## src/rtl/dec_pkg.sv

```systemverilog
package dec_pkg;
  // Width of one decade stage chain and the highest legal code.
  localparam int unsigned DEC_W     = 4;
  localparam int unsigned DEC_LAST  = 9;
  // Bits whose joint set state marks the first code past the last one.
  localparam int unsigned TERM_HI   = 3;
  localparam int unsigned TERM_LO   = 1;

  typedef logic [DEC_W-1:0] bcd_t;
endpackage

```

## src/rtl/dec_reset_sync.sv

```systemverilog
module dec_reset_sync #(
  parameter int unsigned STAGES = 2
) (
  input  logic clk,
  input  logic rst_n,
  output logic rst_q
);
  logic [STAGES-1:0] sync_q;

  always_ff @(posedge clk or negedge rst_n) begin
    if (!rst_n) begin
      sync_q <= '0;
    end else begin
      sync_q <= {sync_q[STAGES-2:0], 1'b1};
    end
  end

  assign rst_q = sync_q[STAGES-1];
endmodule

```

## src/rtl/dec_toggle_stage.sv

```systemverilog
module dec_toggle_stage (
  input  logic clk,
  input  logic rst_n,
  input  logic tgl_i,
  input  logic clr_i,
  output logic q_o,
  output logic d_raw_o
);
  logic q_d;

  // Toggle cell: both control inputs tied active, so the enable alone flips it.
  assign d_raw_o = q_o ^ tgl_i;

  always_comb begin
    if (clr_i) q_d = 1'b0;
    else       q_d = d_raw_o;
  end

  always_ff @(posedge clk or negedge rst_n) begin
    if (!rst_n) q_o <= 1'b0;
    else        q_o <= q_d;
  end
endmodule

```

## src/rtl/dec_term_detect.sv

```systemverilog
module dec_term_detect
  import dec_pkg::*;
(
  input  bcd_t nxt_i,
  input  bcd_t cur_i,
  output logic term_n_o,
  output logic bad_cur_o
);
  // Active-low terminal detect: only the two marker bits are looked at.
  assign term_n_o  = ~(nxt_i[TERM_HI] & nxt_i[TERM_LO]);
  // Recovery decode for codes 10..15 held in the register.
  assign bad_cur_o = cur_i[DEC_W-1] & (cur_i[DEC_W-2] | cur_i[TERM_LO]);
endmodule

```

## src/rtl/dec_carry_gen.sv

```systemverilog
module dec_carry_gen (
  input  logic clk,
  input  logic rst_n,
  input  logic evt_i,
  input  logic clr_ni,
  input  logic term_n_i,
  input  logic bad_cur_i,
  output logic carry_o
);
  logic carry_d;

  always_comb begin
    carry_d = evt_i & clr_ni & ~term_n_i & ~bad_cur_i;
  end

  always_ff @(posedge clk or negedge rst_n) begin
    if (!rst_n) carry_o <= 1'b0;
    else        carry_o <= carry_d;
  end
endmodule

```

## src/rtl/decade_counter.sv

```systemverilog
module decade_counter
  import dec_pkg::*;
#(
  parameter int unsigned RST_STAGES = 2
) (
  input  logic       clk,
  input  logic       rst_n,
  input  logic       evt_i,
  input  logic       clr_ni,
  output logic [3:0] bcd_o,
  output logic       carry_o
);
  logic             rst_q;
  bcd_t             q;
  bcd_t             d_raw;
  logic [DEC_W-1:0] tgl;
  logic             term_n;
  logic             bad_cur;
  logic             clr_all;

  dec_reset_sync #(.STAGES(RST_STAGES)) u_rsync (
    .clk   (clk),
    .rst_n (rst_n),
    .rst_q (rst_q)
  );

  // Toggle enables: stage i flips when the event reaches it through all-ones below.
  assign tgl[0] = evt_i;
  for (genvar i = 1; i < DEC_W; i++) begin : g_tgl
    assign tgl[i] = tgl[i-1] & q[i-1];
  end

  dec_term_detect u_term (
    .nxt_i     (d_raw),
    .cur_i     (q),
    .term_n_o  (term_n),
    .bad_cur_o (bad_cur)
  );

  always_comb begin
    clr_all = ~clr_ni | (evt_i & (~term_n | bad_cur));
  end

  for (genvar i = 0; i < DEC_W; i++) begin : g_stage
    dec_toggle_stage u_stage (
      .clk     (clk),
      .rst_n   (rst_q),
      .tgl_i   (tgl[i]),
      .clr_i   (clr_all),
      .q_o     (q[i]),
      .d_raw_o (d_raw[i])
    );
  end

  dec_carry_gen u_carry (
    .clk       (clk),
    .rst_n     (rst_q),
    .evt_i     (evt_i),
    .clr_ni    (clr_ni),
    .term_n_i  (term_n),
    .bad_cur_i (bad_cur),
    .carry_o   (carry_o)
  );

  assign bcd_o = q;
endmodule

```

## config.mk

```make
export PLATFORM = sky130hd
export DESIGN_NAME = decade_counter
export DESIGN_NICKNAME = d
export VERILOG_FILES = /design/src/rtl/dec_pkg.sv /design/src/rtl/dec_reset_sync.sv /design/src/rtl/dec_toggle_stage.sv /design/src/rtl/dec_term_detect.sv /design/src/rtl/dec_carry_gen.sv /design/src/rtl/decade_counter.sv
export SDC_FILE = /design/constraint.sdc
export NUM_CORES = 1
export LEC_CHECK = 0
export ABC_AREA = 1
export ABC_CLOCK_PERIOD_IN_PS = 1600
export BUFFER_PORTS_ARGS = -buffer_cell sky130_fd_sc_hd__buf_2
export CAP_MARGIN = 25
export CORE_AREA = 2 2 39 41
export CTS_CLUSTER_DIAMETER = 200
export DETAILED_ROUTE_END_ITERATION = 8
export DIE_AREA = 0 0 41 43
export RECOVER_POWER = 25
export SLEW_MARGIN = 15
export SYNTH_ARGS = -nofsm -noshare
export SYNTH_HDL_FRONTEND = slang
export SYNTH_SLANG_ARGS = --single-unit
```

## constraint.sdc

```tcl
create_clock -name clk -period 1.6 [get_ports clk]
set_input_delay 0.32 -clock clk [delete_from_list [all_inputs] [get_ports clk]]
set_output_delay 0.32 -clock clk [all_outputs]
set_load 0.01 [all_outputs]
```

==> results.yml <==
logic_synthesis:
  netlist_instances: 41
  synth_area_per_cell_sq_um: 8.79
  synth_nets: 48
  ys_seq_area_share_pct: 48.6
  synth_top_area_share_pct: 48.6
  synth_top_area_cell: "dfrtp_1"
  ys_warn_count: 0
  yosys-top-cells-area: "dfrtp_1 49%, ha_1 10%, inv_1 9.4%, nand2_1 9.4%, buf_4 8.3%"
  synth_cell_types: 10
  ys_ff_latch: 7
  syn_area_sq_um: 360
power:
  finalPower_uw: 379
  ir_worst_vdd_mv: 0.379
  p_leak_nw: 0.256
  p_per_area_nw_per_um2: 888
clock_network:
  postCtsResizedCells: 0
  insertion_delay_ps: 240
  numCtsBuffers: 3
  clock_path_buffers: 2
  clk_pin_slew_ps: 50
  clkSinkCount: 7
  cts_root_buf: "clkbuf_4"
  cts_tree: "built"
  h-tree-depth: 1
placed_design:
  port_buffers: 8
  post-place-ws_ps: 99.8
  hpwlAfterDp_um: 453
  place.gp.congestion: 0.657
grt:
  grt_pass1_wl_um: 876
  grt_pass1_vias: 227
  grt_antenna_before_repair: 0
  overflow: 0
  grtUsageTotal_pct: 7.73
  grt_max_degree: 7
setup_path:
  cp_slowest_cell: "dfrtp_1"
  arrival_ps: 1570
  cp_top_family: "adder cells"
  cp_common_cell: "ha_1"
  crit_type: "reg -> reg"
  setup.worst_path.start_class: "flip-flop"
  required_ps: 1770
  cp_cell_sequence: "ha_1 -> ha_1 -> ha_1 -> inv_1 -> nand2_1 -> nand3_2 -> nand3_2 -> nor2_1"
  crit_fanout: 3
  endpoint_kind: "flip-flop"
  crit_buf_inv: 1
  critPathMaxStageDelay_ps: 370
layout:
  drive_above_1_share_pct: 26.0
  final_nets: 58
  antenna_cells: 0
  layout_common_cells: "9 x inv_1, 9 x nand2_1, 8 x buf_2"
  area_growth_syn_to_layout_pct: 18.4
sta:
  fin_crit_ps: 1400
  hold_viol_final: 0
  fin_ws_ps: 201
  finalSetupViolCount: 0
  clock.fmax_ghz: 0.715
  setup_tns_ps: 0
  skew_ps: 0.234
  slew_violations: 0
  whs_ps: 77.9
  period_share_pct: 87.4
  rsz0062_at_grt: "no"
detailed_routing:
  antenna_left: 0
  post_drt_wl_per_cell_um: 8.18
  drt_iter0_drc: 6
  drc: 0
  firstDrtPassIters: 4
  vias: 250
  via_per_inst: 3.79
  wl_um: 540
floorplan:
  die_h_um: 43
  rows: 14
  die_area_sq_um: 1760
  die_w_um: 41
  start_util_pct: 26.0
  core_sq_um: 1380
  ios: 9
run_status:
  status: "completed"
worst_hold_path:
  min_path_type: "reg -> async"
flow_run:
  drv_cap: 0
==> cell usage after synthesis <==
master	number
inv_1	9
nand2_1	9
dfrtp_1	7
buf_4	4
nor2_1	4
ha_1	3
nand3_2	2
conb_1	1
nand3_1	1
nand4_1	1
==> path summary, 6_finish.rpt <==
kind                                                  start  cells after the start                          endpoint  slack, ps
setup / recovery           g_stage[0].u_stage.q_o$_DFF_PN0_                      8  g_stage[0].u_stage.q_o$_DFF_PN0_        200
hold / removal                  u_rsync.sync_q[1]$_DFF_PN0_                      0  g_stage[1].u_stage.q_o$_DFF_PN0_         80
setup reg to reg           g_stage[0].u_stage.q_o$_DFF_PN0_                      8  g_stage[0].u_stage.q_o$_DFF_PN0_        200
hold reg to reg                 u_rsync.sync_q[1]$_DFF_PN0_                      0  g_stage[1].u_stage.q_o$_DFF_PN0_         80
max in group asynchronous                             rst_n                      2       u_rsync.sync_q[0]$_DFF_PN0_       1110
min in group clk                                     clr_ni                      3         u_carry.carry_o$_DFF_PN0_        330
==> cell families after synthesis <==
kind of cell	count (synthesis)	share of synthesized area, %
other	1	1.04
adder cells (fa/ha/maj)	3	10.4
AND/OR/NAND/NOR	17	22.2
buffers and inverters	13	17.7
flip-flops	7	48.6
==> through the flow <==
stage / area [sq um] / std cells / utilization, %
after detailed placement: 390 / 61 / 28.2
after global placement: 390 / 61 / 28.2
after CTS: 427 / 66 / 30.8
final: 427 / 66 / 30.8
after global routing: 427 / 66 / 30.8
after floorplan: 360 / 41 / -
==> sequential cells by signal (all words and copies together), names as in the netlist <==
name,flops
u_rsync.sync_q,2
g_stage.u_stage.q_o,4
u_carry.carry_o,1
==> what timing repair did <==
item	4_1_cts	5_1_grt
buffers inserted	0	0
hold buffers	1	0
hold endpoints to repair	2	0
==> layout make-up <==
class	count	area, sq um
clock buffers	4	26.3
fillers	152	957
inverters	9	33.8
multi-input cells	21	121
flip-flops and latches	7	175
well taps	16	20.0
repair buffers	9	50.0
==> report_power, final <==
| group | internal, mW | switching, mW | total (mW) |
|---|---|---|---|
| clock | 0.0947 | 0.0572 | 0.152 |
| combinational | 0.0159 | 0.0197 | 0.0356 |
| sequential | 0.185 | 0.00605 | 0.191 |
| total | 0.296 | 0.0829 | 0.379 |
==> per-layer routing <==
metal	track usage [%]	vias up	wire length, um
li1	-	135	-
met2	11.3	4	299
met3	1.57	0	26
met4	6.00	0	0
met1	9.40	111	214
met5	0	-	0
No activity file was read; power rests on OpenSTA's default activity.
